**config.mk**
```make
export PLATFORM = sky130hd
export DESIGN_NAME = uart_cmd_flowctl
export DESIGN_NICKNAME = d
export VERILOG_FILES = /design/src/rtl/ucf_pkg.sv /design/src/rtl/ucf_regs.sv /design/src/rtl/ucf_sync.sv /design/src/rtl/ucf_gate.sv /design/src/rtl/uart_cmd_flowctl.sv
export SDC_FILE = /design/constraint.sdc
export NUM_CORES = 1
export LEC_CHECK = 0
export BUFFER_PORTS_ARGS = -buffer_cell sky130_fd_sc_hd__buf_2
export CORE_MARGIN = 1
export CORE_UTILIZATION = 39
export DETAILED_ROUTE_END_ITERATION = 10
export PLACE_DENSITY = 0.85
export RECOVER_POWER = 100
export SLEW_MARGIN = 20
export SYNTH_ARGS = -nofsm -noshare
export SYNTH_HDL_FRONTEND = slang
export SYNTH_SLANG_ARGS = --single-unit
```
**constraint.sdc**
```tcl
create_clock -name clk -period 2.55 [get_ports clk]
set_input_delay 0.3825 -clock clk [delete_from_list [all_inputs] [get_ports clk]]
set_output_delay 0.3825 -clock clk [all_outputs]
set_load 0.005 [all_outputs]
```
**src/rtl/ucf_pkg.sv**
```systemverilog
package ucf_pkg;
    // register byte offsets
    localparam int unsigned OFS_CTRL = 32'h00;
    localparam int unsigned OFS_STAT = 32'h04;
    localparam int unsigned OFS_TRIG = 32'h14;
    localparam int unsigned OFS_CSET = 32'h18;
    localparam int unsigned OFS_CCLR = 32'h1C;

    // bit positions
    localparam int unsigned B_BRK    = 3;
    localparam int unsigned B_RTS    = 5;
    localparam int unsigned B_RXRST  = 6;
    localparam int unsigned B_TXRST  = 7;
    localparam int unsigned B_FLOWEN = 23;
    localparam int unsigned B_CTS    = 25;
    localparam int unsigned LVL_LSB  = 16;
endpackage

```
**src/rtl/ucf_regs.sv**
```systemverilog
module ucf_regs
    import ucf_pkg::*;
#(
    parameter int unsigned ADDR_W  = 8,
    parameter int unsigned DATA_W  = 32,
    parameter int unsigned LVL_W   = 5,
    parameter int unsigned RST_LVL = 16
) (
    input  logic              clk,
    input  logic              rst_n,
    input  logic              wr_en,
    input  logic [ADDR_W-1:0] addr,
    input  logic [DATA_W-1:0] wdata,
    output logic              brk,
    output logic              rts_cmd,
    output logic              flow_en,
    output logic [LVL_W-1:0]  lvl,
    output logic              rx_rst,
    output logic              tx_rst
);
    typedef struct packed {
        logic             brk;
        logic             rts;
        logic             flow_en;
        logic [LVL_W-1:0] lvl;
        logic             rx_rst;
        logic             tx_rst;
    } regs_t;

    localparam logic [ADDR_W-1:0] A_CTRL = ADDR_W'(OFS_CTRL);
    localparam logic [ADDR_W-1:0] A_TRIG = ADDR_W'(OFS_TRIG);
    localparam logic [ADDR_W-1:0] A_CSET = ADDR_W'(OFS_CSET);
    localparam logic [ADDR_W-1:0] A_CCLR = ADDR_W'(OFS_CCLR);

    regs_t r_d, r_q;

    always_comb begin
        r_d        = r_q;
        r_d.rx_rst = 1'b0;
        r_d.tx_rst = 1'b0;
        if (wr_en) begin
            case (addr)
                A_CSET: begin
                    if (wdata[B_BRK]) r_d.brk = 1'b1;
                    if (wdata[B_RTS]) r_d.rts = 1'b1;
                    r_d.rx_rst = wdata[B_RXRST];
                    r_d.tx_rst = wdata[B_TXRST];
                end
                A_CCLR: begin
                    if (wdata[B_BRK]) r_d.brk = 1'b0;
                    if (wdata[B_RTS]) r_d.rts = 1'b0;
                end
                A_CTRL: r_d.flow_en = wdata[B_FLOWEN];
                A_TRIG: r_d.lvl     = wdata[LVL_LSB +: LVL_W];
                default: ;
            endcase
        end
    end

    always_ff @(posedge clk or negedge rst_n) begin
        if (!rst_n) begin
            r_q.brk     <= 1'b0;
            r_q.rts     <= 1'b0;
            r_q.flow_en <= 1'b0;
            r_q.lvl     <= LVL_W'(RST_LVL);
            r_q.rx_rst  <= 1'b0;
            r_q.tx_rst  <= 1'b0;
        end else begin
            r_q <= r_d;
        end
    end

    assign brk     = r_q.brk;
    assign rts_cmd = r_q.rts;
    assign flow_en = r_q.flow_en;
    assign lvl     = r_q.lvl;
    assign rx_rst  = r_q.rx_rst;
    assign tx_rst  = r_q.tx_rst;
endmodule

```
**src/rtl/ucf_sync.sv**
```systemverilog
module ucf_sync #(
    parameter int unsigned STAGES = 2
) (
    input  logic clk,
    input  logic rst_n,
    input  logic din,
    output logic dout
);
    logic [STAGES-1:0] s_d, s_q;

    generate
        if (STAGES == 1) begin : g_one
            always_comb s_d = din;
        end else begin : g_chain
            always_comb s_d = {s_q[STAGES-2:0], din};
        end
    endgenerate

    // reset to the inactive (high) level of an active-low line
    always_ff @(posedge clk or negedge rst_n) begin
        if (!rst_n) s_q <= '1;
        else        s_q <= s_d;
    end

    assign dout = s_q[STAGES-1];
endmodule

```
**src/rtl/ucf_gate.sv**
```systemverilog
module ucf_gate #(
    parameter int unsigned LVL_W = 5,
    parameter int unsigned RXL_W = 7
) (
    input  logic             clk,
    input  logic             rst_n,
    input  logic             rts_cmd,
    input  logic             flow_en,
    input  logic [LVL_W-1:0] lvl,
    input  logic [RXL_W-1:0] rx_level,
    input  logic             cts_sync_n,
    input  logic             brk,
    input  logic             tx_ser_in,
    output logic             rts_n,
    output logic             tx_start_ok,
    output logic             txd
);
    typedef struct packed {
        logic rts_n;
    } gate_t;

    gate_t g_d, g_q;
    logic  full_w;

    always_comb begin
        full_w        = rx_level >= RXL_W'(lvl);
        g_d.rts_n     = !(rts_cmd && !(flow_en && full_w));
        tx_start_ok   = !(flow_en && cts_sync_n);
        txd           = brk ? 1'b0 : tx_ser_in;
    end

    always_ff @(posedge clk or negedge rst_n) begin
        if (!rst_n) g_q.rts_n <= 1'b1;
        else        g_q       <= g_d;
    end

    assign rts_n = g_q.rts_n;
endmodule

```
**src/rtl/uart_cmd_flowctl.sv**
```systemverilog
module uart_cmd_flowctl
    import ucf_pkg::*;
#(
    parameter int unsigned ADDR_W      = 8,
    parameter int unsigned DATA_W      = 32,
    parameter int unsigned LVL_W       = 5,
    parameter int unsigned RXL_W       = LVL_W + 2,
    parameter int unsigned RST_LVL     = 16,
    parameter int unsigned SYNC_STAGES = 2
) (
    input  logic              clk,
    input  logic              rst_n,
    input  logic              wr_en,
    input  logic [ADDR_W-1:0] addr,
    input  logic [DATA_W-1:0] wdata,
    output logic [DATA_W-1:0] rdata,
    input  logic [RXL_W-1:0]  rx_level,
    input  logic              cts_n,
    input  logic              tx_ser_in,
    output logic              rts_n,
    output logic              tx_start_ok,
    output logic              txd,
    output logic              rx_fifo_rst,
    output logic              tx_fifo_rst
);
    localparam logic [ADDR_W-1:0] A_CTRL = ADDR_W'(OFS_CTRL);
    localparam logic [ADDR_W-1:0] A_STAT = ADDR_W'(OFS_STAT);
    localparam logic [ADDR_W-1:0] A_TRIG = ADDR_W'(OFS_TRIG);
    localparam logic [ADDR_W-1:0] A_CSET = ADDR_W'(OFS_CSET);
    localparam logic [ADDR_W-1:0] A_CCLR = ADDR_W'(OFS_CCLR);

    logic             brk_w, rts_cmd_w, flow_en_w, cts_s_w;
    logic [LVL_W-1:0] lvl_w;

    ucf_regs #(
        .ADDR_W(ADDR_W), .DATA_W(DATA_W), .LVL_W(LVL_W), .RST_LVL(RST_LVL)
    ) u_regs (
        .clk(clk), .rst_n(rst_n), .wr_en(wr_en), .addr(addr), .wdata(wdata),
        .brk(brk_w), .rts_cmd(rts_cmd_w), .flow_en(flow_en_w), .lvl(lvl_w),
        .rx_rst(rx_fifo_rst), .tx_rst(tx_fifo_rst)
    );

    ucf_sync #(.STAGES(SYNC_STAGES)) u_sync (
        .clk(clk), .rst_n(rst_n), .din(cts_n), .dout(cts_s_w)
    );

    ucf_gate #(.LVL_W(LVL_W), .RXL_W(RXL_W)) u_gate (
        .clk(clk), .rst_n(rst_n), .rts_cmd(rts_cmd_w), .flow_en(flow_en_w),
        .lvl(lvl_w), .rx_level(rx_level), .cts_sync_n(cts_s_w), .brk(brk_w),
        .tx_ser_in(tx_ser_in), .rts_n(rts_n), .tx_start_ok(tx_start_ok),
        .txd(txd)
    );

    always_comb begin
        rdata = '0;
        case (addr)
            A_CTRL: rdata[B_FLOWEN] = flow_en_w;
            A_STAT: rdata[B_CTS]    = cts_s_w;
            A_TRIG: rdata[LVL_LSB +: LVL_W] = lvl_w;
            A_CSET, A_CCLR: begin
                rdata[B_BRK] = brk_w;
                rdata[B_RTS] = rts_cmd_w;
            end
            default: ;
        endcase
    end
endmodule

```
## Word-level counts from Yosys, hierarchy flattened

Index checks and enable logic that the tools add are counted.

| storage, ports and cells | value |
|---|---|
| logic and storage cells | 43 |
| register bits | 13 |
| output and inout bits | 37 |

| operators by class | value |
|---|---|
| equality and inequality tests | 8 |
| mux-type cells | 13 |
| reductions and logical operators | 13 |
| $lt $le $gt $ge | 1 |

Operator list:

| operator | count |
|---|---|
| 8-bit by 5-bit equality test with 1-bit output (second input constant) | 3 |
| 1-bit two-way mux | 9 |
| 8-bit by 3-bit equality test with 1-bit output (second input constant) | 1 |
| 8-bit logical NOT | 1 |
| 2-bit inequality test (second input constant) | 4 |
| 4-bit AND reduction | 2 |
| 7-bit by 5-bit >= comparator with 1-bit output | 1 |
| 5-bit two-way mux | 1 |
| 2-bit two-way mux | 2 |
| 2-bit one-hot mux with 2 select lines | 1 |
| 2-bit AND reduction | 2 |
| 1-bit logical AND | 3 |
| 1-bit logical NOT | 3 |
| 2-bit nonzero test | 1 |
| 2-bit OR reduction | 1 |

## Logic depth before layout (Yosys ltp)

| depth | value |
|---|---|
| depth after elaboration | 5 |
| mapped depth | 5 |

## Modules after synthesis

From an unflattened synthesis, not the netlist that was laid out.

| second synthesis, totals | value |
|---|---|
| cells, all modules | 100 |
| area, all modules | 987.2 um^2 |

Modules (own cells, without submodules):

| module | seq. area each (um^2) | instances | area an instance (um^2) | cells each |
|---|---|---|---|---|
| ucf_regs | 251.5 | 1 | 450.4 | 31 |
| uart_cmd_flowctl | 0.0 | 1 | 315.3 | 46 |
| ucf_gate | 26.3 | 1 | 168.9 | 21 |
| ucf_sync | 52.6 | 1 | 52.6 | 2 |

## Worst setup path before layout

Ideal clock, no wire load.

| timing path | value |
|---|---|
| path kind | in2reg |
| start point | input addr[7] |
| end point | register, netlist name u_regs.lvl[0] |
| stages on the path | 4 |
| buffers on the path | 1 |
| data arrival time | 1.424 ns |
| setup slack | 1.001 ns |
| path through | nor4_4 > and3_1 > buf_6 > mux2_4 |

| on the way | value |
|---|---|
| cells in the longest elaborated chain, start to end | 2 |

RTL lines:

| what | RTL line | source |
|---|---|---|
| start: declaration | uart_cmd_flowctl.sv:14 | `input logic [ADDR_W-1:0] addr,` |
| 8-bit by 5-bit equality test with 1-bit output | ucf_regs.sv:42 | `case (addr)` |
| 2-bit AND reduction (no line) | - |  |

No other way between the ends.
A chain may end at the register's enable or synchronous reset.

## Worst setup path in the final report

| timing path | value |
|---|---|
| start point | input addr[7] |
| end point | output rdata[19] |

| on the way | value |
|---|---|
| cells in the longest elaborated chain, start to end | 2 |

RTL lines:

| what | RTL line | source |
|---|---|---|
| 8-bit by 5-bit equality test with 1-bit output | uart_cmd_flowctl.sv:56 | `case (addr)` |
| 5-bit two-way mux | uart_cmd_flowctl.sv:56 |  |
| end: declaration | uart_cmd_flowctl.sv:16 | `output logic [DATA_W-1:0] rdata,` |

No other way between the ends.

==> results_dict.tcl <==
set metrics [dict create \
    status "completed" \
    route.detailed.drc 0 \
    period_minus_slack_ps 1980 \
    grt_pass1_vias 596 \
    clock_path_buffers 2 \
    fillers 229 \
    synth_area_um2 938 \
    routed_wl_mm 1.70 \
    fmax_mhz 504 \
    yosys_warnings 0 \
    grt_pass1_wl_mm 2.42 \
    synthCells 93 \
    worst_pin_slew_ps 673 \
    drv_cap 0 \
    synth_seq_cells 13 \
    clkLatencyLatePin_ps 270 \
    skew_ps 1.48 \
    drv_slew 0 \
    grt_use_total 0.131 \
    die_w_um 51.1 \
    port_buffers 43 \
    drt_iter0_markers 5 \
    cts_root_buf "clkbuf_4" \
    crit_required_ps 2170 \
    nNetsFinal 196 \
    cts_tree "built" \
    row_count 17 \
    cp-start-kind "primary input" \
    synth_top_area_frac 0.240 \
    wl_per_cell_um 10.3 \
    hold_violations 0 \
    p_leak_nw 0.595 \
    core-area_mm2 0.00223 \
    placed_area_mm2 0.00108 \
    powerDensity_mw_per_mm2 378 \
    cts_made_buffers 3 \
    rsz0062_at_grt "no" \
    htreeDepth 1 \
    firstDrtPassIters 2 \
    dieArea_mm2 0.00261 \
    hpwl_mm 1.45 \
    clk_pin_slew_ps 70 \
    layout_common_cells "buf_2 (32), conb_1 (23), clkbuf_1 (9), dfrtp_1 (9), inv_1 (8)" \
    crit_type "in2out" \
    die_h_um 51.1 \
    grt_max_degree 14 \
    pin_count 89 \
    peakVddDrop_v 0.000263 \
    max_slew_margin 0.551 \
    synth.distinct_cells 30 \
    ctsResizeCount 0 \
    drtAntennaViolNets 0 \
    overflow 0 \
    tns_ps 0 \
    avgSynthCellArea_um2 10.1 \
    syn_to_final_growth_pct 16.3 \
    num_vias 715 \
    synth.area.top_cells "dfrtp_1 (24%), buf_4 (18%), dfstp_2 (11%), mux2_4 (8.0%), ha_1 (6.7%)" \
    synth_top_area_cell "dfrtp_1" \
    cp-end-kind "output port" \
    routed_via_density 4.31 \
    setup_viol 0 \
    clock-sinks 13 \
    finish.instance_area_mm2 0.00109 \
    critPathArrivalTime_ps 1600 \
    antenna_found_initial 0 \
    drive_gt1_frac 0.333 \
    layout_worst_path_cycle_share 0.778 \
    final_common_cell "buf_2" \
    hp-class "in2reg" \
    gp_congestion 0.692 \
    antennaDiodeCount 0 \
    initial_core_util 0.420 \
    worstPathMaxFanout 10 \
    seq_area_frac_synth 0.352 \
]
## cell type report
type	instances	area, µm²	area share
Tap cell	28	35.0	0.0321
Clock buffer	4	26.3	0.0241
Inverter	8	30.0	0.0275
Multi-Input combinational cell	69	454	0.416
Sequential cell	13	330	0.303
Timing Repair Buffer	44	215	0.197
## power breakdown
| group | leakage (nW) | internal (mW) | switching [mW] |
|---|---|---|---|
| combinational | 0.423 | 0.0328 | 0.0375 |
| clock | 0.0150 | 0.0606 | 0.0589 |
| sequential | 0.157 | 0.218 | 0.00500 |
## state kept, by name (all words and copies together) (netlist names)
signal and count:
u_regs.tx_rst 1, u_regs.rx_rst 1, u_regs.rts_cmd 1, u_gate.rts_n 1, u_regs.lvl 5, u_regs.flow_en 1
u_regs.brk 1, u_sync.s_q 2
## Yosys cell counts
cell,instances
nand2b_1,1
mux2i_1,2
mux2_2,1
and3b_1,1
clkbuf_1,1
and3_1,1
nand3_1,6
inv_1,8
dfstp_2,4
and3_2,3
nand4_1,1
nor4_1,1
nor2b_1,1
a31oi_1,1
nor4bb_1,1
nor2_1,6
a21o_1,1
buf_6,1
nand2_1,1
o21ai_0,1
dfrtp_1,9
nor3b_1,3
o211ai_1,1
and4b_1,1
buf_4,23
mux2_4,5
nor4_4,1
conb_1,1
ha_1,5
a211o_1,1
## worst paths after layout
| kind | startpoint | to | slack, ps | depth (start not counted) |
|---|---|---|---|---|
| worst max-delay path | addr[7] | rdata[19] | 570 | 5 |
| worst min-delay path | cts_n | u_sync.s_q[0]$_DFF_PN1_ | 210 | 1 |
| worst max register to register | u_regs.lvl[4]$_DFFE_PN1P_ | u_gate.rts_n$_DFF_PN1_ | 1050 | 5 |
| worst min register to register | u_sync.s_q[0]$_DFF_PN1_ | u_sync.s_q[1]$_DFF_PN1_ | 360 | 0 |
| max in group asynchronous | rst_n | u_regs.lvl[2]$_DFFE_PN0P_ | 1470 | 2 |
| min in group asynchronous | rst_n | u_regs.tx_rst$_DFF_PN0_ | 650 | 2 |
## layer usage
| metal | track usage | wire (µm) |
|---|---|---|
| met1 | 0.128 | 649 |
| met4 | 0.0139 | 0 |
| met2 | 0.257 | 894 |
| met3 | 0.0565 | 160 |
| met5 | 0 | 0 |
## logic make-up (layout without fill, tap and decap cells)
kind of cell / after synthesis / after routing / synth area share
AOI/OAI and AO/OA: 5 / 5 / 0.0373
adders and majority gates: 5 / 5 / 0.0667
buffers and inverters: 33 / 56 / 0.232
DFF: 13 / 13 / 0.352
muxes: 8 / 8 / 0.113
other: 1 / 23 / 0.00400
and+or+nand+nor: 28 / 28 / 0.195
## stage by stage
step	instances	hold WS [ps]	setup slack, ps	power, mW	utilization
detailed placement	161	281	574	0.300	0.485
floorplan	115	86.9	1000	0.287	-
global placement	161	282	585	0.297	0.485
finish	166	208	566	0.413	0.489
global route	166	195	441	0.443	0.489
CTS	166	199	568	0.423	0.501
## what timing repair did
item                                    in CTS  in global routing
hold buffers                                 1                  0
setup buffers                                0                  0
endpoints found under the setup margin       0                  0
hold endpoints to repair                     9                  0
## critical path, stage by stage
cell and delay (ps):
clkbuf_1 100, nor4_4 490, nand4_1 320, nor2_1 190
clkbuf_2 130
No activity file was read; power rests on OpenSTA's default activity.
